### src/rtl/axs_pkg.sv
package axs_pkg;

   typedef enum logic [3:0] {
      ST_IDLE,
      ST_OSC,
      ST_SYN,
      ST_TXDAT,
      ST_ACKW,
      ST_TXEND,
      ST_RXW,
      ST_RXACK,
      ST_RXEND
   } axs_state_e;

   // oscillator stays powered for the whole transaction
   function automatic logic st_osc_on(axs_state_e s);
      return s != ST_IDLE;
   endfunction

   // synthesizer is powered once the oscillator step is behind us
   function automatic logic st_syn_on(axs_state_e s);
      return (s != ST_IDLE) && (s != ST_OSC);
   endfunction

   function automatic logic st_is_end(axs_state_e s);
      return (s == ST_TXEND) || (s == ST_RXEND);
   endfunction

endpackage

### src/rtl/axs_go_latch.sv
module axs_go_latch (
   input  logic clk,
   input  logic rst_n,
   input  logic set_i,
   input  logic idle_i,
   output logic pending_o,
   output logic start_o
);

   assign start_o = pending_o & idle_i;

   always_ff @(posedge clk or negedge rst_n) begin
      if (!rst_n)
         pending_o <= 1'b0;
      else if (start_o)
         pending_o <= 1'b0;
      else if (set_i && idle_i)
         pending_o <= 1'b1;
   end


   go_ignored_busy_chk: assert property (@(posedge clk) disable iff (!rst_n)
      (!idle_i && set_i && !pending_o) |=> !pending_o);


   go_selfclear_chk: assert property (@(posedge clk) disable iff (!rst_n)
      start_o |=> !pending_o);

endmodule

### src/rtl/axs_ack_timer.sv
module axs_ack_timer #(
   parameter int CNT_W    = 8,
   parameter int PRESCALE = 1
) (
   input  logic             clk,
   input  logic             rst_n,
   input  logic             load_i,
   input  logic             run_i,
   input  logic [CNT_W-1:0] limit_i,
   output logic             expire_o
);

   logic             tick;
   logic [CNT_W-1:0] cnt;

   generate
      if (CNT_W < 1) begin : g_bad_width
         $error("axs_ack_timer: CNT_W must be at least 1");
      end
      if (PRESCALE < 1) begin : g_bad_prescale
         $error("axs_ack_timer: PRESCALE must be at least 1");
      end

      if (PRESCALE == 1) begin : g_direct
         assign tick = 1'b1;
      end else begin : g_divided
         localparam int PS_W = $clog2(PRESCALE);
         localparam logic [PS_W-1:0] PS_TOP = PS_W'(PRESCALE - 1);
         logic [PS_W-1:0] ps;
         always_ff @(posedge clk or negedge rst_n) begin
            if (!rst_n)
               ps <= '0;
            else if (load_i)
               ps <= PS_TOP;
            else if (run_i)
               ps <= (ps == '0) ? PS_TOP : ps - 1'b1;
         end
         assign tick = (ps == '0);
      end
   endgenerate

   always_ff @(posedge clk or negedge rst_n) begin
      if (!rst_n)
         cnt <= '0;
      else if (load_i)
         cnt <= limit_i;
      else if (run_i && tick && (cnt != '0))
         cnt <= cnt - 1'b1;
   end

   assign expire_o = run_i & tick & (cnt == '0);


   tmo_load_chk: assert property (@(posedge clk) disable iff (!rst_n)
      load_i |=> (cnt == $past(limit_i)));


   tmo_no_wrap_chk: assert property (@(posedge clk) disable iff (!rst_n)
      (run_i && !load_i && cnt == '0) |=> (cnt == '0));

endmodule

### src/rtl/axs_seq_fsm.sv
module axs_seq_fsm
   import axs_pkg::*;
#(
   parameter int CRC_W = 16
) (
   input  logic             clk,
   input  logic             rst_n,
   input  logic             start_i,
   input  logic             rx_mode_i,
   input  logic             osc_ready_i,
   input  logic             syn_lock_i,
   input  logic             ptx_done_i,
   input  logic             prx_pkt_i,
   input  logic [CRC_W-1:0] prx_crc_i,
   input  logic             expire_i,
   output logic             idle_o,
   output logic             tmr_load_o,
   output logic             tmr_run_o,
   output logic             osc_en_o,
   output logic             syn_en_o,
   output logic             ptx_req_o,
   output logic             ptx_ack_sel_o,
   output logic             prx_en_o,
   output logic             prx_ack_sel_o,
   output logic [CRC_W-1:0] ack_crc_o,
   output logic             rx_irq_o,
   output logic             xact_done_o,
   output logic             acked_o,
   output logic             timed_out_o
);

   axs_state_e st, nxt;
   logic       rx_xact;
   logic       ack_hit;
   logic       rx_take;

   always_comb begin
      nxt = st;
      unique case (st)
         ST_IDLE:  if (start_i)     nxt = ST_OSC;
         ST_OSC:   if (osc_ready_i) nxt = ST_SYN;
         ST_SYN:   if (syn_lock_i)  nxt = rx_xact ? ST_RXW : ST_TXDAT;
         ST_TXDAT: if (ptx_done_i)  nxt = ST_ACKW;
         ST_ACKW:  if (prx_pkt_i || expire_i) nxt = ST_TXEND;
         ST_TXEND: nxt = ST_IDLE;
         ST_RXW:   if (prx_pkt_i)   nxt = ST_RXACK;
         ST_RXACK: if (ptx_done_i)  nxt = ST_RXEND;
         ST_RXEND: nxt = rx_mode_i ? ST_RXW : ST_IDLE;
         default:  nxt = ST_IDLE;
      endcase
   end

   always_ff @(posedge clk or negedge rst_n) begin
      if (!rst_n)
         st <= ST_IDLE;
      else
         st <= nxt;
   end

   always_ff @(posedge clk or negedge rst_n) begin
      if (!rst_n)
         rx_xact <= 1'b0;
      else if (start_i)
         rx_xact <= rx_mode_i;
   end

   // an ACK has priority over an expiry in the same cycle
   assign ack_hit = (st == ST_ACKW) && prx_pkt_i;
   assign rx_take = (st == ST_RXW) && prx_pkt_i;

   always_ff @(posedge clk or negedge rst_n) begin
      if (!rst_n) begin
         acked_o     <= 1'b0;
         timed_out_o <= 1'b0;
      end else if (start_i) begin
         acked_o     <= 1'b0;
         timed_out_o <= 1'b0;
      end else if (ack_hit) begin
         acked_o <= 1'b1;
      end else if ((st == ST_ACKW) && expire_i) begin
         timed_out_o <= 1'b1;
      end
   end

   always_ff @(posedge clk or negedge rst_n) begin
      if (!rst_n) begin
         ack_crc_o <= '0;
         rx_irq_o  <= 1'b0;
      end else begin
         rx_irq_o <= rx_take;
         if (rx_take)
            ack_crc_o <= prx_crc_i;
      end
   end

   assign idle_o        = (st == ST_IDLE);
   assign tmr_load_o    = (st == ST_TXDAT) && ptx_done_i;
   assign tmr_run_o     = (st == ST_ACKW);
   assign osc_en_o      = st_osc_on(st);
   assign syn_en_o      = st_syn_on(st);
   assign ptx_req_o     = (st == ST_TXDAT) || (st == ST_RXACK);
   assign ptx_ack_sel_o = (st == ST_RXACK);
   assign prx_en_o      = (st == ST_RXW) || (st == ST_ACKW);
   assign prx_ack_sel_o = (st == ST_ACKW);
   assign xact_done_o   = st_is_end(st);


   syn_after_osc_chk: assert property (@(posedge clk) disable iff (!rst_n)
      $rose(syn_en_o) |-> $past(osc_ready_i));


   irq_from_pkt_chk: assert property (@(posedge clk) disable iff (!rst_n)
      rx_irq_o |-> $past(prx_pkt_i));


   done_single_chk: assert property (@(posedge clk) disable iff (!rst_n)
      xact_done_o |=> !xact_done_o);


   status_excl_chk: assert property (@(posedge clk) disable iff (!rst_n)
      !(acked_o && timed_out_o));


   ack_keeps_crc_chk: assert property (@(posedge clk) disable iff (!rst_n)
      prx_ack_sel_o |=> $stable(ack_crc_o));


   ack_no_irq_chk: assert property (@(posedge clk) disable iff (!rst_n)
      prx_ack_sel_o |=> !rx_irq_o);

endmodule

### src/rtl/ack_xact_seq.sv
module ack_xact_seq #(
   parameter int TMO_W        = 8,
   parameter int TMO_PRESCALE = 1,
   parameter int CRC_W        = 16
) (
   input  logic             clk,
   input  logic             rst_n,
   input  logic             go_set_i,
   input  logic             rx_mode_i,
   input  logic [TMO_W-1:0] tmo_cycles_i,
   input  logic             osc_ready_i,
   input  logic             syn_lock_i,
   input  logic             ptx_done_i,
   input  logic             prx_pkt_i,
   input  logic [CRC_W-1:0] prx_crc_i,
   output logic             go_pending_o,
   output logic             busy_o,
   output logic             osc_en_o,
   output logic             syn_en_o,
   output logic             ptx_req_o,
   output logic             ptx_ack_sel_o,
   output logic             prx_en_o,
   output logic             prx_ack_sel_o,
   output logic [CRC_W-1:0] ack_crc_o,
   output logic             rx_irq_o,
   output logic             xact_done_o,
   output logic             acked_o,
   output logic             timed_out_o
);

   generate
      if (CRC_W < 1) begin : g_bad_crc
         $error("ack_xact_seq: CRC_W must be at least 1");
      end
   endgenerate

   logic idle;
   logic start;
   logic tmr_load;
   logic tmr_run;
   logic tmr_expire;

   axs_go_latch i_go (
      .clk       (clk),
      .rst_n     (rst_n),
      .set_i     (go_set_i),
      .idle_i    (idle),
      .pending_o (go_pending_o),
      .start_o   (start)
   );

   axs_ack_timer #(
      .CNT_W    (TMO_W),
      .PRESCALE (TMO_PRESCALE)
   ) i_tmr (
      .clk      (clk),
      .rst_n    (rst_n),
      .load_i   (tmr_load),
      .run_i    (tmr_run),
      .limit_i  (tmo_cycles_i),
      .expire_o (tmr_expire)
   );

   axs_seq_fsm #(
      .CRC_W (CRC_W)
   ) i_fsm (
      .clk           (clk),
      .rst_n         (rst_n),
      .start_i       (start),
      .rx_mode_i     (rx_mode_i),
      .osc_ready_i   (osc_ready_i),
      .syn_lock_i    (syn_lock_i),
      .ptx_done_i    (ptx_done_i),
      .prx_pkt_i     (prx_pkt_i),
      .prx_crc_i     (prx_crc_i),
      .expire_i      (tmr_expire),
      .idle_o        (idle),
      .tmr_load_o    (tmr_load),
      .tmr_run_o     (tmr_run),
      .osc_en_o      (osc_en_o),
      .syn_en_o      (syn_en_o),
      .ptx_req_o     (ptx_req_o),
      .ptx_ack_sel_o (ptx_ack_sel_o),
      .prx_en_o      (prx_en_o),
      .prx_ack_sel_o (prx_ack_sel_o),
      .ack_crc_o     (ack_crc_o),
      .rx_irq_o      (rx_irq_o),
      .xact_done_o   (xact_done_o),
      .acked_o       (acked_o),
      .timed_out_o   (timed_out_o)
   );

   assign busy_o = ~idle;


   busy_on_start_chk: assert property (@(posedge clk) disable iff (!rst_n)
      start |=> busy_o);

endmodule

### config.mk
export PLATFORM = sky130hd
export DESIGN_NAME = ack_xact_seq
export DESIGN_NICKNAME = d
export VERILOG_FILES = /design/src/rtl/axs_pkg.sv /design/src/rtl/axs_go_latch.sv /design/src/rtl/axs_ack_timer.sv /design/src/rtl/axs_seq_fsm.sv /design/src/rtl/ack_xact_seq.sv
export SDC_FILE = /design/constraint.sdc
export NUM_CORES = 1
export LEC_CHECK = 0
export BUFFER_PORTS_ARGS = -buffer_cell sky130_fd_sc_hd__clkbuf_2
export CAP_MARGIN = 20
export CORE_MARGIN = 4
export CORE_UTILIZATION = 40
export CTS_BUF_LIST = sky130_fd_sc_hd__clkbuf_4 sky130_fd_sc_hd__clkbuf_8 sky130_fd_sc_hd__clkbuf_16
export DETAILED_ROUTE_END_ITERATION = 10
export PLACE_DENSITY = 0.68
export SLEW_MARGIN = 25
export SYNTH_ARGS = -nofsm -noshare
export SYNTH_HDL_FRONTEND = slang
export SYNTH_HIERARCHICAL = 1
export SYNTH_SLANG_ARGS = --single-unit
### constraint.sdc
create_clock -name clk -period 2.4 [get_ports clk]
set_input_delay 0.48 -clock clk [delete_from_list [all_inputs] [get_ports clk]]
set_output_delay 0.48 -clock clk [all_outputs]
set_load 0.03 [all_outputs]
# Word level (Yosys, flattened, before mapping)
# Index checks and enable logic that the tools add are counted.
# word_totals
register_bits,33
latchBits,0
ram_bits,0
rom_bits,0
in_bits,32
out_inout_bits,28
elab_cells,69
n_memories,0
# classes
n_addsub,1
n_mul,0
n_div,0
n_lt_le_gt_ge,0
eq_ne,17
n_shift,0
muxes,19
bitwise_logic,3
reduce_logical,21
# op_table
cell,count
4-bit one-hot mux with 8 select lines,1
4-bit two-way mux,7
"4-bit by 3-bit == test with 1-bit output, second input constant",4
8-bit two-way mux,2
"2-bit inequality test, second input constant",5
"4-bit by 2-bit == test with 1-bit output, second input constant",2
8-bit logical NOT,1
2-bit nonzero test,4
8-bit nonzero test,1
"8-bit by 1-bit subtractor with 8-bit output, second input constant",1
1-bit logical AND,7
1-bit two-way mux,7
7-bit AND reduction,1
3-bit two-way mux,2
"2-bit by 1-bit inequality test with 1-bit output, second input constant",3
"4-bit by 1-bit == test with 1-bit output, second input constant",1
"4-bit == test, second input constant",1
4-bit logical NOT,1
1-bit logical OR,4
"4-bit by 1-bit inequality test with 1-bit output, second input constant",1
4-bit nonzero test,1
1-bit bitwise AND,2
2-bit AND reduction,1
1-bit inverter,1

# Logic depth before layout (Yosys ltp)
# logic_depth
ltp_word,6
mapped_depth,9
depth_no_buf,8

# Cells and area by module
# Netlist, hierarchy kept.
# modules_own_cells
module,instances,cells_per_inst,area_each_um2,seq_area_each_um2
axs_seq_fsm,1,98,1192.4,600.6
axs_ack_timer,1,56,550.5,200.2
axs_go_latch,1,4,46.3,25.0
ack_xact_seq,1,1,3.8,0.0

# Worst setup path after synthesis
# Ideal clock, no wire load.
# synth_path
path_type,flip-flop to flip-flop
start,register i_fsm.st[3]
end,register i_tmr.cnt[5]
setup_time_ps,126
arrival_time_ps,2832
required_ps,2274
setup_slack_ps,-558
stages_incl_launch_ff,9
path_buffers,2
period_less_slack_ps,2958
path_cell_list,dfrtp_1 buf_2 nand2b_4 nor3_1 buf_4 or4b_4 a211oi_2 nand2b_1 a221o_1
# synth_between
elab_chain_cells,3
word_cells_on_any_way,6
classes_between,eq/ne (2); mux (1); reduce/logical (3)
# synth_lines
item,line,rtl
from (decl),axs_seq_fsm.sv:32,"axs_state_e st, nxt;"
from (signal assigned),axs_seq_fsm.sv:57,st <= nxt;
4-bit by 3-bit == test with 1-bit output,--,
via prx_ack_sel_o,ack_xact_seq.sv:23,"output logic prx_ack_sel_o,"
1-bit logical AND,axs_ack_timer.sv:47,else if (run_i && tick && (cnt != '0))
2-bit nonzero test (no line),--,
to (signal assigned),axs_ack_timer.sv:46,cnt <= limit_i;
to (signal assigned),axs_ack_timer.sv:48,cnt <= cnt - 1'b1;
to (decl),axs_ack_timer.sv:14,logic [CNT_W-1:0] cnt;
# The timed path passes the listed nets, and every way through them passes these cells.
# A chain may end at the register's enable or synchronous reset.

# Final worst setup path
# layout_path
start,register i_fsm.st[3]
end,register i_fsm.st[2]
# layout_between
word_cells_on_any_way,20
classes_between,eq/ne (14); mux (1); bitwise (2); reduce/logical (3)
# layout_rtl
item,line,rtl
4-bit logical NOT,axs_seq_fsm.sv:96,assign idle_o = (st == ST_IDLE);
via idle,ack_xact_seq.sv:37,logic idle;
1-bit bitwise AND,axs_go_latch.sv:10,assign start_o = pending_o & idle_i;
via start,ack_xact_seq.sv:38,logic start;
2-bit by 1-bit inequality test with 1-bit output (no line),--,
7-bit AND reduction (no line),--,
# The timed path passes the listed nets, and every way through them passes these cells.

==> key figures <==
Floorplanning
  – Die area: 5620 um^2
  – Core area: 4350 um^2
  – Initial Util: 41.2%
  – Die X-Extent: 75.0 um
  – Die Ht: between 70 and 80 um
  – Number of core rows: 24
  – Ports: 60

Run
  – Max-cap violations: 0

Routing
  – Vias per inst: 5.05
  – Residual DRC: 0
  – 1st-iter DRT viols: 36
  – DR vias: around 1,400
  – Pre-antenna DRT Iters: 6
  – DRT antenna net count: 0
  – Wire per inst: 14.0 um
  – Detailed Route WL: 3870 um

CTS
  – CTS Hold Bufs: 0
  – CTS clk-pin slew, worst paths: 0.07 ns
  – H-tree levels: 2
  – Post-CTS Setup Inserts: 0
  – Num Clock Sinks: 33
  – Worst-Skew Late Latency: 0.28 ns
  – Clock Tree Root: clkbuf_8
  – TritonCTS clock tree: done
  – Post-CTS sizing: 0
  – TritonCTS Buffers: 5
  – Clock buffer depth: 2

Global route
  – Vias in the first global route: about 1,300
  – Total grt overflow: 0
  – Largest net degree at the start of global routing: 34
  – Antenna violations before repair: 0
  – Global-route wire length before repair: 6150 um
  – GR Util All Layers: 14.3%

STA
  – Worst slew pin tran: 0.839 ns
  – Fmax: 447 MHz
  – Max-slew violations: 0
  – RSZ-0062 raised after global routing: false
  – Post-Route Skew: 0.00371 ns
  – Period minus WS final: 2.24 ns
  – # setup viols final: 0
  – Max_slew headroom: 44.1%
  – Hold Fails Final Rpt: 0
  – Worst setup margin: 0.164 ns
  – Fin crit share: 93.2%
  – Setup_tns: 0 ns

Critical path
  – Critical path required time: 2.59 ns
  – Crit path kind: reg -> reg
  – Reg2reg end: i_fsm/st[2]
  – Worst Path Buf+Inv: 1
  – Crit. End Element: flop
  – R2R setup slack: 0.16 ns
  – Max FO, Critical Path: 9
  – Critical-path top delay cell: dfrtp_1
  – Worst-case reg-to-reg path depth: 8
  – Crit path DAT: 2.43 ns
  – Largest stage delay, worst path: 0.56 ns
  – Critical path's top delay family: simple AND/OR/NAND/NOR gates
  – Reg-to-reg startpoint: i_fsm/st[3]
  – Worst path cell trace: nor2_1, nand2_1, inv_1, and2_2, or4_4, a21oi_4, a41oi_2, a221oi_2
  – Critical Path Source Type: flop

Cells and area
  – Antenna cells: 0
  – Nets: 256
  – P&R area growth vs syn: 26.5%
  – Most common cell after layout, fill and taps aside: clkbuf_2
  – Share of layout cells above drive strength 1: 42.4%
  – Most frequent cells in the layout: clkbuf_2, dfrtp_1, inv_1

Logic synthesis
  – Seq/Total Area, Yosys: 46.1%
  – Yosys warning total: 6
  – Syn nets: 192
  – EDFF count, synth: 0
  – Average size of a mapped cell: 11.3 um^2
  – Netlist cell types: 53
  – Post-Syn Area: around 1800 um^2
  – Seq cells post-synth: 33
  – FFs w/ async S/R, synth: 100%
  – Synth Instances: 159
  – Top FF cell, synth: dfrtp_1

Placed design
  – Dpl ws: 0.201 ns
  – Port bufs: 59
  – Hpwl dp: between 2000 and 3000 um
  – GPL Wtd Cong: approximately 0.94

Min path
  – Hold WC Path Type: in -> async

Power
  – Max rail drop VDD: 0.628 mV
  – Leak: 1.12 nW
  – Power per cell area: 1480 nW/um^2

Outcome
  – Status: complete, no violations
==> per-stage QoR <==
| stage | instances | cell area, um^2 | hold WS [ns] | utilization [%] | power (W) |
|---|---|---|---|---|---|
| after detailed placement | 268 | 2150 | 0.481 | 49.3 | 0.00283 |
| after CTS | 276 | 2270 | 0.325 | 52.1 | 0.00339 |
| after floorplan | 159 | 1810 | 0.184 | - | 0.00238 |
| after global routing | 276 | 2270 | 0.362 | 52.1 | 0.00359 |
| final | 276 | 2270 | 0.291 | 52.1 | 0.00335 |
| after global placement | 268 | 2150 | 0.477 | 49.3 | 0.00281 |
==> logic make-up (layout without fill, tap and decap cells) <==
group	count (synthesis)	count (layout)	share of synthesized area, %
AND/OR/NAND/NOR	48	48	17.0
flip-flops	33	33	46.1
adder cells (fa/ha/maj)	1	1	0.698
AO/OA/AOI/OAI	34	34	15.5
XOR/XNOR	2	2	0.977
buffers and inverters	21	86	5.93
multiplexers	20	20	13.8
==> power breakdown <==
group	internal, W	switching [W]	total [W]
logic	0.000687	0.00106	0.00175
clock network	0.000350	0.000195	0.000545
registers	0.000820	0.000236	0.00106
==> worst reg2reg max path, cell delays in order (launching register included) <==
cell and delay [ns]:
dfrtp_1 0.56, nor2_1 0.20, nand2_1 0.13, inv_1 0.08, and2_2 0.24, or4_4 0.44
a21oi_4 0.21, a41oi_2 0.06, a221oi_2 0.23
==> cell usage after synthesis (all sizes together) (3+ instances only) <==
cell type	count	area, um^2
dfrtp	33	826
mux2	17	218
inv	14	52.6
a21oi	11	66.3
nand2	11	41.3
nor2	9	33.8
o21ai	7	35.0
nor3	6	30.0
buf	5	36.3
mux2i	3	30.0
nand2b	3	26.3
nor3b	3	22.5
==> final cells by class <==
| class | instances | area [um^2] |
|---|---|---|
| fillers | 401 | 2090 |
| multi-input cells | 105 | 872 |
| flip-flops and latches | 33 | 826 |
| repair buffers | 64 | 333 |
| clock buffers | 7 | 90.1 |
| well taps | 52 | 65.1 |
| inverters | 14 | 52.6 |
| clock inverters | 1 | 30.0 |
==> worst max path at each step <==
stage	startpoint	end	cells after the start
after detailed placement	i_fsm/st[3]	i_fsm/st[2]	8
after global placement	i_fsm/st[3]	i_fsm/st[2]	8
after floorplan	i_fsm/st[3]	i_tmr/cnt[5]	8
after CTS	i_fsm/st[3]	i_fsm/st[2]	8
final	i_fsm/st[3]	i_fsm/st[2]	8
after global routing	i_fsm/st[3]	i_fsm/st[1]	8
==> flip-flops by register name, indices dropped and copies added (netlist names) <==
register,count
i_tmr/cnt,8
i_go/pending_o,1
i_fsm/rx_irq_o,1
i_fsm/acked_o,1
i_fsm/rx_xact,1
i_fsm/st,4
i_fsm/ack_crc_o,16
i_fsm/timed_out_o,1
==> per-layer routing <==
metal	GRT usage, %	up-vias	wire length, um
met2	23.6	40	1900
li1	-	698	-
met5	0	-	0
met4	3.36	0	21
met3	5.74	4	249
met1	17.7	651	1700
Power figures use the tool's default switching activity.
